### src/rtl/exc_pkg.sv
package exc_pkg;
  localparam int VEC_W = 20;

  typedef enum logic [3:0] {
    SEL_NONE, SEL_ITLB, SEL_PROG, SEL_FPU, SEL_SC,
    SEL_ALIGN, SEL_DTLB, SEL_TRACE, SEL_DEC
  } excSel_e;

  typedef struct packed {
    logic    take;
    excSel_e sel;
    logic [2:0] sub;   // one-hot: 0 illegal, 1 privileged, 2 trap
  } excStrobe_t;

  function automatic logic [VEC_W-1:0] vecFor(input excSel_e s);
    case (s)
      SEL_ALIGN: vecFor = VEC_W'('h00600);
      SEL_PROG:  vecFor = VEC_W'('h00700);
      SEL_FPU:   vecFor = VEC_W'('h00800);
      SEL_DEC:   vecFor = VEC_W'('h00900);
      SEL_SC:    vecFor = VEC_W'('h00C00);
      SEL_TRACE: vecFor = VEC_W'('h00D00);
      SEL_ITLB:  vecFor = VEC_W'('h01000);
      SEL_DTLB:  vecFor = VEC_W'('h01100);
      default:   vecFor = '0;
    endcase
  endfunction
endpackage

### src/rtl/exc_ctrl.sv
module exc_ctrl
  import exc_pkg::*;
(
  input  logic instValid,
  input  logic isIllegal,
  input  logic isPriv,
  input  logic isTrap,
  input  logic isFpOp,
  input  logic isSprMove,
  input  logic sprPrivBit,
  input  logic isSysCall,
  input  logic isBranch,
  input  logic msrFp,
  input  logic msrUser,
  input  logic msrStep,
  input  logic msrBrTrace,
  input  logic itlbMiss,
  input  logic dtlbMiss,
  input  logic alignFault,
  input  logic decReq,
  output excStrobe_t strb
);
  logic progIll, progPriv, progTrap, fpUnavail, sysCall, traceHit;

  always_comb begin
    progIll   = instValid & isIllegal;
    progPriv  = instValid & msrUser & (isPriv | (isSprMove & sprPrivBit));
    progTrap  = instValid & isTrap;
    fpUnavail = instValid & isFpOp & ~msrFp;
    sysCall   = instValid & isSysCall;
    traceHit  = instValid & (msrStep | (isBranch & msrBrTrace));
  end

  always_comb begin
    strb = '{take: 1'b1, sel: SEL_NONE, sub: 3'b000};
    if (itlbMiss)                           strb.sel = SEL_ITLB;
    else if (progIll | progPriv | progTrap) begin
      strb.sel = SEL_PROG;
      if (progIll)       strb.sub = 3'b001;
      else if (progPriv) strb.sub = 3'b010;
      else               strb.sub = 3'b100;
    end
    else if (fpUnavail)                     strb.sel = SEL_FPU;
    else if (sysCall)                       strb.sel = SEL_SC;
    else if (alignFault)                    strb.sel = SEL_ALIGN;
    else if (dtlbMiss)                      strb.sel = SEL_DTLB;
    else if (traceHit)                      strb.sel = SEL_TRACE;
    else if (decReq)                        strb.sel = SEL_DEC;
    else                                    strb.take = 1'b0;
  end
endmodule

### src/rtl/exc_dpath.sv
module exc_dpath
  import exc_pkg::*;
#(
  parameter int DEC_W = 32
) (
  input  logic             clk,
  input  logic             rstN,
  input  excStrobe_t       strb,
  input  logic             msrExtEn,
  input  logic             tbTick,
  input  logic             decWrEn,
  input  logic [DEC_W-1:0] decWrData,
  output logic             decReq,
  output logic             takeExc,
  output logic [VEC_W-1:0] vecOff,
  output logic [2:0]       subType,
  output logic [DEC_W-1:0] decValue
);
  localparam int MSB = DEC_W - 1;

  logic [DEC_W-1:0] decCnt;
  logic             prevMsb;
  logic             decPend;
  logic             msbEdge;

  assign msbEdge  = decCnt[MSB] & ~prevMsb;
  assign decReq   = msrExtEn & (decPend | msbEdge);
  assign decValue = decCnt;

  always_ff @(posedge clk) begin
    if (!rstN) begin
      decCnt  <= '0;
      prevMsb <= 1'b0;
      decPend <= 1'b0;
      takeExc <= 1'b0;
      vecOff  <= '0;
      subType <= '0;
    end else begin
      prevMsb <= decCnt[MSB];
      if (decWrEn)     decCnt <= decWrData;
      else if (tbTick) decCnt <= decCnt - 1'b1;
      decPend <= decReq & (strb.sel != SEL_DEC);
      takeExc <= strb.take;
      vecOff  <= vecFor(strb.sel);
      subType <= strb.sub;
    end
  end
endmodule

### src/rtl/exc_vector_unit.sv
module exc_vector_unit
  import exc_pkg::*;
#(
  parameter int DEC_W = 32
) (
  input  logic             clk,
  input  logic             rstN,
  input  logic             instValid,
  input  logic             isIllegal,
  input  logic             isPriv,
  input  logic             isTrap,
  input  logic             isFpOp,
  input  logic             isSprMove,
  input  logic             sprPrivBit,
  input  logic             isSysCall,
  input  logic             isBranch,
  input  logic             msrFp,
  input  logic             msrUser,
  input  logic             msrExtEn,
  input  logic             msrStep,
  input  logic             msrBrTrace,
  input  logic             itlbMiss,
  input  logic             dtlbMiss,
  input  logic             alignFault,
  input  logic             tbTick,
  input  logic             decWrEn,
  input  logic [DEC_W-1:0] decWrData,
  output logic             takeExc,
  output logic [VEC_W-1:0] vecOff,
  output logic [2:0]       subType,
  output logic [DEC_W-1:0] decValue
);
  excStrobe_t strb;
  logic       decReq;

  exc_ctrl uCtrl (
    .instValid(instValid), .isIllegal(isIllegal), .isPriv(isPriv),
    .isTrap(isTrap), .isFpOp(isFpOp), .isSprMove(isSprMove),
    .sprPrivBit(sprPrivBit), .isSysCall(isSysCall), .isBranch(isBranch),
    .msrFp(msrFp), .msrUser(msrUser), .msrStep(msrStep),
    .msrBrTrace(msrBrTrace), .itlbMiss(itlbMiss), .dtlbMiss(dtlbMiss),
    .alignFault(alignFault), .decReq(decReq), .strb(strb)
  );

  exc_dpath #(.DEC_W(DEC_W)) uDpath (
    .clk(clk), .rstN(rstN), .strb(strb), .msrExtEn(msrExtEn),
    .tbTick(tbTick), .decWrEn(decWrEn), .decWrData(decWrData),
    .decReq(decReq), .takeExc(takeExc), .vecOff(vecOff),
    .subType(subType), .decValue(decValue)
  );
endmodule

### config.mk
export PLATFORM = sky130hd
export DESIGN_NAME = exc_vector_unit
export DESIGN_NICKNAME = d
export VERILOG_FILES = /design/src/rtl/exc_pkg.sv /design/src/rtl/exc_ctrl.sv /design/src/rtl/exc_dpath.sv /design/src/rtl/exc_vector_unit.sv
export SDC_FILE = /design/constraint.sdc
export NUM_CORES = 1
export LEC_CHECK = 0
export BUFFER_PORTS_ARGS = -buffer_cell sky130_fd_sc_hd__buf_2
export CAP_MARGIN = 20
export CORE_MARGIN = 5
export CORE_UTILIZATION = 40
export DETAILED_ROUTE_END_ITERATION = 8
export GPL_ROUTABILITY_DRIVEN = 0
export PLACE_DENSITY = 0.82
export SLEW_MARGIN = 10
export SYNTH_ARGS = -nofsm -noshare
export SYNTH_HDL_FRONTEND = slang
export SYNTH_SLANG_ARGS = --single-unit
### constraint.sdc
create_clock -name clk -period 1.8 [get_ports clk]
set_clock_uncertainty 0.1 [all_clocks]
set_input_delay 0.18 -clock clk [delete_from_list [all_inputs] [get_ports clk]]
set_output_delay 0.18 -clock clk [all_outputs]
set_load 0.01 [all_outputs]
==> out/results.ini, run 1 <==
[yosys]
ys.warnings.count = 0
ys_seq_elements = 43
post-synth-top-area-cell = sky130_fd_sc_hd__dfxtp_1
synth_largest_type_area_fraction = 0.349
count_of_different_cell_masters_after_synthesis = 48
synth-edff-count = 0
ys.flop_type = sky130_fd_sc_hd__dfxtp_1
synth-seq-area-share = 0.349
netlist_top_cells_area = sky130_fd_sc_hd__dfxtp_1, sky130_fd_sc_hd__xnor2_1, sky130_fd_sc_hd__a21oi_1
gate_count_after_technology_mapping = 297
post_synth_instance_area_sq_um = 2470
asyncSetResetFlopFracSynth = 0
synth_area_per_cell_sq_um = 8.32

[route]
route.antenna.remaining_nets = 0
dr.first_iter.drc_count = 104
dr.pass1.iters = 4
drc_errors = 0
wl_um = 7670
via_count = 2619
vias_per_cell = 5.20
routed_wire_length_per_instance_um = 15.2

[global_routing]
global_route_wire_length_before_repair_um = 11900
antenna_found_initial = 0
groute.layer.met2.usage = 0.337
grt-busiest-layer = met2
number_of_global_route_vias_before_repair = 2592
combined_global_route_utilization_of_all_metal_layers = 0.192
grt_overflow = 0
grt_use_met1 = 0.231
largest_net_degree_at_the_start_of_global_routing = 31
use_met3 = 0.0475

[final_layout]
final_net_count = 487
layout.cells.most_common = sky130_fd_sc_hd__buf_2
area_growth_pct = 44.5
num_antenna_cells = 0
layout-drive-gt1-share = 0.429
mostFrequentLayoutCells = sky130_fd_sc_hd__buf_2, sky130_fd_sc_hd__buf_4, sky130_fd_sc_hd__dfxtp_1, sky130_fd_sc_hd__a21oi_1, sky130_fd_sc_hd__nor2_1
final_util = 0.599
final_cell_count_no_fill = 504

[clock_network]
cts_inserted_buffers = 5
htree_levels = 2
cts_tree = done
cts_hold_repair.buffers = 0
cts.reportedPaths.clkPinSlew_ns = 0.09
numClockSinks = 43
insertion_delay_ns = 0.30
clock_path_buffers = 2
cts_root_buf = sky130_fd_sc_hd__clkbuf_8

[critical_path]
kind_of_critical_path = flop to flop
crit_required_ns = 1.88
path_cells = nor4_2 -> nand4_1 -> or2_1 -> or2_0 -> a221o_1
crit_path_max_fanout = 3
timing.critical_path.from_type = flop
cp.arrival_ns = 1.96
endpoint_kind = flop
critical-path-slowest-cell = sky130_fd_sc_hd__nor4_2
cpPeakStageDelay_ns = 0.36

[sta]
worst_slack_ns = -0.0792
finalHoldViolations = 0
timing.final.crit_share = 1.04
setup_repair_after_global_routing_missed_its_margin = yes
report.final.slew_viol_count = 0
fmaxAchievable_mhz = 532
hold_slack_ns = 0.0161
tns_ns = -0.124
setup-violations-final = 3
time_the_worst_path_needs_with_i_o_delays_and_setup_ns = 1.88

[placement]
numPlacedInstances = 492
place_hpwl_um = 5760
io_buffers = 93

[die]
effective_utilization_at_floorplan = 0.415
rows = 28
core-area_sq_um = 5960
die_y_um = 88.6
i_o_pins = 109
fp.dieW_um = 88.6
fp.dieArea_sq_um = 7850

[run_status]
status = finished with violations
violations_in_the_final_reports = negative setup slack

[worst_hold_path]
holdCritPathClass = input pin to flop

[power]
power_leakage_nw = 1.61
vdd.ir_drop.worst_v = 0.000342
power.density_nw_per_um2 = 685

[flow_run]
max_cap_violations = 0

[worst paths after layout]
kind                            slack, ns                               end                        startpoint  depth (start not counted)
worst max-delay path                -0.08  uDpath.decValue[31]$_SDFFE_PN0P_  uDpath.decValue[17]$_SDFFE_PN0P_                          5
worst min-delay path                 0.02      uDpath.subType[0]$_SDFF_PP0_                          itlbMiss                          2
worst max register to register      -0.08  uDpath.decValue[31]$_SDFFE_PN0P_  uDpath.decValue[17]$_SDFFE_PN0P_                          5
worst min register to register       0.44         uDpath.prevMsb$_SDFF_PN0_  uDpath.decValue[31]$_SDFFE_PN0P_                          2
[cell families (layout without fill, tap and decap cells)]
family | Yosys count | in the layout | share of synthesized area
buffers and inverters | 36 | 154 | 0.0780
AOI/OAI and AO/OA | 72 | 72 | 0.174
muxes | 4 | 4 | 0.0162
DFF | 43 | 43 | 0.349
xor gates and xnor gates | 28 | 28 | 0.0993
and+or+nand+nor | 107 | 107 | 0.252
adders and majority gates | 6 | 6 | 0.0304
other | 1 | 15 | 0.00152
[layout make-up]
class | instances | area [sq um]
clock buffer | 6 | 72.6
clock inverter | 2 | 12.5
fill | 553 | 2390
inverter | 9 | 33.8
multi-input combinational | 232 | 1680
sequential | 43 | 870
tap | 75 | 93.8
timing repair buffer | 137 | 803
[worst max-delay path, delay by kind of cell, from the launching register on]
| family | cells | cell delay (ns) |
|---|---|---|
| AO/OA/AOI/OAI | 1 | 0.29 |
| flip-flops | 1 | 0.35 |
| AND/OR/NAND/NOR | 4 | 1.02 |
[stage by stage]
| step | area (sq um) | setup slack [ns] | total power, mW |
|---|---|---|---|
| after floorplan | 2550 | -0.0265 | 1.49 |
| after global placement | 3260 | -0.0250 | 1.74 |
| after detailed placement | 3260 | -0.126 | 1.76 |
| after CTS | 3390 | -0.0413 | 2.38 |
| after global routing | 3570 | -0.137 | 2.58 |
| final | 3570 | -0.0792 | 2.45 |
[what timing repair did]
| action | in CTS | in global routing |
|---|---|---|
| pin swaps | 1 | 8 |
| cloned | 0 | 0 |
| setup endpoints to repair | 17 | 21 |
| resized for setup | 5 | 30 |
| setup buffers | 2 | 2 |
[sequential cells by signal, summed over array words and instances, names as in the netlist]
register	count
uDpath.decPend	1
uDpath.decValue	32
uDpath.prevMsb	1
uDpath.subType	3
uDpath.takeExc	1
uDpath.vecOff	5
[routing by layer]
metal  vias to the layer above  share of wire  wire [um]
li1                       1292              -          -
met1                      1223           0.41       3120
met2                        94           0.50       3860
met3                        10          0.078        597
met4                         0          0.012         95
met5                         -              0          0
[cell usage after synthesis (2+ instances only)]
cell type,instances
sky130_fd_sc_hd__ha_1,6
sky130_fd_sc_hd__o22ai_1,3
sky130_fd_sc_hd__inv_1,9
sky130_fd_sc_hd__nor4_2,2
sky130_fd_sc_hd__nor2_1,28
sky130_fd_sc_hd__a21oi_1,28
sky130_fd_sc_hd__nor3_1,18
sky130_fd_sc_hd__nand2_1,14
sky130_fd_sc_hd__xnor2_1,25
sky130_fd_sc_hd__nor3_2,2
sky130_fd_sc_hd__or2_0,2
sky130_fd_sc_hd__clkbuf_1,10
sky130_fd_sc_hd__nor3b_1,3
sky130_fd_sc_hd__nor2b_1,3
sky130_fd_sc_hd__mux2i_1,4
sky130_fd_sc_hd__nor4_1,9
sky130_fd_sc_hd__nand3_1,3
sky130_fd_sc_hd__or3_1,3
sky130_fd_sc_hd__xor2_1,3
sky130_fd_sc_hd__nand3b_1,4
sky130_fd_sc_hd__o21ai_0,22
sky130_fd_sc_hd__o31ai_1,2
sky130_fd_sc_hd__nand4b_2,2
sky130_fd_sc_hd__nand2b_1,3
sky130_fd_sc_hd__or4_1,2
sky130_fd_sc_hd__dfxtp_1,43
sky130_fd_sc_hd__o211a_1,2
sky130_fd_sc_hd__buf_4,15
sky130_fd_sc_hd__a211oi_1,8
[power breakdown]
part | switching [mW] | leakage (nW) | internal [mW] | total [mW]
logic | 0.400 | 1.21 | 0.344 | 0.744
registers | 0.0673 | 0.358 | 1.02 | 1.09
clock network | 0.343 | 0.0412 | 0.272 | 0.615
Power figures use the tool's default switching activity.
==> run 2, diff against run 1 <==
Settings changed: ABC_AREA set to 1, PLACE_DENSITY 0.82 to 0.8.
==> run 2 against run 1 <==
  * The run now ends clean
  * Utilization down 8.6 points
  * Wire length grew 7.6%
  * Die area grew 14%
  * Synthesized cell count rose by 50%
  * Sequential share of layout area grew 0.054 points
  * Critical path depth up 5
  * Area after synthesis rose by 16%
  * Hold slack improved by 0.011 ns
  * Clock-buffer cell count unchanged
  * First-iteration DRC count up 55%
  * Global-route usage shrank 0.26 points
  * Critical endpoint is now uDpath.decValue[26]$_SDFFE_PN0P_
  * Largest cell class unchanged
  * Largest power group unchanged
  * Highest routed layer unchanged
==> out/results.ini, run 2 <==
[clock_network]
htree_levels = 2  ; unchanged
cts.reportedPaths.clkPinSlew_ns = 0.09  ; about the same
cts_hold_repair.buffers = 0  ; unchanged
cts_tree = done
cts_root_buf = sky130_fd_sc_hd__clkbuf_8
clock_path_buffers = 2  ; unchanged
cts_inserted_buffers = 5  ; unchanged
numClockSinks = 43  ; unchanged
cts.repair.resized = 0  ; -5
insertion_delay_ns = 0.30  ; about the same
post_cts_buffers = 0  ; -2

[yosys]
synth.mux.area_fraction = 0  ; -0.0162
ys.flop_type = sky130_fd_sc_hd__dfxtp_1
dominant_combinational_cell_family_by_area_after_synthesis = simple AND/OR/NAND/NOR gates
gate_count_after_technology_mapping = 445  ; +50%
synth_largest_type_area_fraction = 0.301  ; -0.0473
synth_fa_ha_area_frac = 0.0263  ; -0.00413
asyncSetResetFlopFracSynth = 0  ; unchanged
synth-seq-area-share = 0.301  ; -0.0473
synth_xor_area_frac = 0.0215  ; -0.0778
synth.most_common_cell = sky130_fd_sc_hd__nand2_1
ys_seq_elements = 43  ; unchanged
synth.cells.most_frequent = sky130_fd_sc_hd__nand2_1, sky130_fd_sc_hd__nor2_1, sky130_fd_sc_hd__inv_1
synth-edff-count = 0  ; unchanged
netlist_top_cells_area = sky130_fd_sc_hd__dfxtp_1, sky130_fd_sc_hd__nand2_1, sky130_fd_sc_hd__nor2_1
synth_simple_gate_area_share = 0.342  ; +0.0901
ys.warnings.count = 0  ; unchanged
count_of_different_cell_masters_after_synthesis = 37  ; -23%
compound_gate_fraction_of_synth_area = 0.183  ; +0.00882
post-synth-top-area-cell = sky130_fd_sc_hd__dfxtp_1
synth_area_per_cell_sq_um = 6.42  ; -23%
post_synth_instance_area_sq_um = 2860  ; +16%

[critical_path]
timing.critical_path.from_type = flop
crit_required_ns = 1.94  ; +0.06 ns
r2r.worst_path.cells = 10  ; +5
kind_of_critical_path = flop to flop
crit_path_max_fanout = 6  ; +3
cp.arrival_ns = 1.79  ; -0.17 ns
endpoint_kind = flop

[sta]
finalHoldViolations = 0  ; unchanged
time_the_worst_path_needs_with_i_o_delays_and_setup_ns = 1.65  ; -0.230 ns
setup-violations-final = 0  ; -3
fmaxAchievable_mhz = 607  ; +14%
tightest_slew_ns = 0.501
setup_repair_after_global_routing_missed_its_margin = no
report.final.slew_viol_count = 0  ; unchanged
remaining_max_slew_budget_at_the_tightest_pin = 0.666
timing.final.crit_share = 0.916  ; -0.128

[route]
via_count = 3168  ; +21%
drc_errors = 0  ; unchanged
vias_per_cell = 4.97  ; -4.3%
wl_um = 8250  ; +7.6%
route.antenna.remaining_nets = 0  ; unchanged
routed_wire_length_per_instance_um = 13.0  ; -15%
dr.pass1.iters = 4  ; unchanged
dr.first_iter.drc_count = 161  ; +55%

[placement]
io_buffers = 93  ; unchanged
place_hpwl_um = 6530  ; +13%
placedInstanceArea_sq_um = 3390  ; +4.0%

[die]
fp.dieArea_sq_um = 8930  ; +14%
rows = 30  ; +7.1%
fp.dieW_um = 94.5  ; +6.7%
i_o_pins = 109  ; unchanged
effective_utilization_at_floorplan = 0.416  ; +0.00132
core-area_sq_um = 6870  ; +15%
die_y_um = 94.5  ; +6.7%

[final_layout]
area_growth_pct = 23.3
final_net_count = 599  ; +23%
layout.cells.most_common = sky130_fd_sc_hd__nand2_1
mostFrequentLayoutCells = sky130_fd_sc_hd__nand2_1, sky130_fd_sc_hd__buf_2, sky130_fd_sc_hd__nor2_1, sky130_fd_sc_hd__inv_1, sky130_fd_sc_hd__dfxtp_1
num_antenna_cells = 0  ; unchanged
stdcell_area_sq_um = 3520  ; -1.2%
layout-drive-gt1-share = 0.242  ; -0.187
largest_register_ff_count = 32  ; unchanged

[worst_hold_path]
timing.hold.worst_path_depth = 3  ; +1
holdCritPathClass = input pin to flop

[global_routing]
antenna_found_initial = 0  ; unchanged
largest_net_degree_at_the_start_of_global_routing = 29  ; -6.5%
global_route_wire_length_before_repair_um = 13600  ; +15%
combined_global_route_utilization_of_all_metal_layers = 0.189  ; -0.00262
grt_overflow = 0  ; unchanged
number_of_global_route_vias_before_repair = 3087  ; +19%

[power]
vdd.ir_drop.worst_v = 0.000305  ; -11%
total_power_mw = 2.59  ; +6.0%
power.density_nw_per_um2 = 736  ; +7.4%
power_leakage_nw = 1.80  ; +12%

[flow_run]
max_cap_violations = 0  ; unchanged

[run_status]
status = finished clean

==> run 2: changes by cell type after synthesis, moves of 21 or more <==
cell                      change
sky130_fd_sc_hd__nand3_1     +31
sky130_fd_sc_hd__a22oi_1     +21
sky130_fd_sc_hd__inv_1       +40
sky130_fd_sc_hd__nand2_1     +92
sky130_fd_sc_hd__nor2_1      +29
sky130_fd_sc_hd__xnor2_1     -22
==> run 2: final cells by class <==
cell class,instances,area (sq um)
fillers,723,3340
clock buffers,6,82.6
multi-input cells,338,1710
inverters,52,195
flip-flops and latches,43,861
repair buffers,100,518
well taps,96,120
clock inverters,2,35.0
==> run 2: worst paths after layout <==
check,endpoint,startpoint,slack (ns)
max,uDpath.decValue[26]$_SDFFE_PN0P_,uDpath.decValue[1]$_SDFFE_PN0P_,0.15
min,uDpath.decValue[8]$_SDFFE_PN0P_,decWrData[8],0.03
max reg2reg,uDpath.decValue[26]$_SDFFE_PN0P_,uDpath.decValue[1]$_SDFFE_PN0P_,0.15
min reg2reg,uDpath.prevMsb$_SDFF_PN0_,uDpath.decValue[31]$_SDFFE_PN0P_,0.38
==> run 2: cell families after synthesis <==
kind of cell,Yosys count
other cells,1
xor+xnor,7
fa+ha+maj,6
flops,43
buf+inv,78
simple gates,224
compound gates,86
==> run 2: layer usage <==
metal | vias up | global-route usage | part of all wire
met5 | - | 0 | 0
li1 | 1614 | - | -
met1 | 1429 | 0.217 | 0.41
met4 | 0 | 0.0601 | 0.017
met2 | 113 | 0.335 | 0.49
met3 | 12 | 0.0582 | 0.091
==> run 2: worst max-delay path, cell delays in order (launching register included) <==
cell	delay (ns)
sky130_fd_sc_hd__dfxtp_1	0.34
sky130_fd_sc_hd__inv_1	0.11
sky130_fd_sc_hd__ha_4	0.16
sky130_fd_sc_hd__nand3_4	0.13
sky130_fd_sc_hd__nor2_4	0.17
sky130_fd_sc_hd__nand2_2	0.10
sky130_fd_sc_hd__nor2_2	0.14
sky130_fd_sc_hd__nand2_1	0.09
sky130_fd_sc_hd__nand2_1	0.07
sky130_fd_sc_hd__nand3_1	0.06
sky130_fd_sc_hd__a21oi_1	0.12
==> run 2: metrics by stage <==
| step | utilization | cells | setup TNS (ns) | setup slack, ns | hold WS, ns |
|---|---|---|---|---|---|
| final | 0.513 | 637 | 0 | 0.151 | 0.0267 |
| after global routing | 0.513 | 637 | 0 | 0.0128 | 0.0183 |
| after CTS | 0.510 | 637 | 0 | 0.0130 | 0.0231 |
| after detailed placement | 0.493 | 629 | -0.0919 | -0.0592 | 0.338 |
| after global placement | 0.493 | 629 | 0 | 0.0349 | 0.321 |
| after floorplan | - | 459 | 0 | 0.204 | 0.199 |
==> run 2: where the power goes <==
group / total (mW) / switching (mW) / leakage (nW) / internal [mW]
clock: 0.796 / 0.346 / 0.0612 / 0.449
sequential: 1.08 / 0.0719 / 0.354 / 1.01
combinational: 0.715 / 0.445 / 1.39 / 0.270
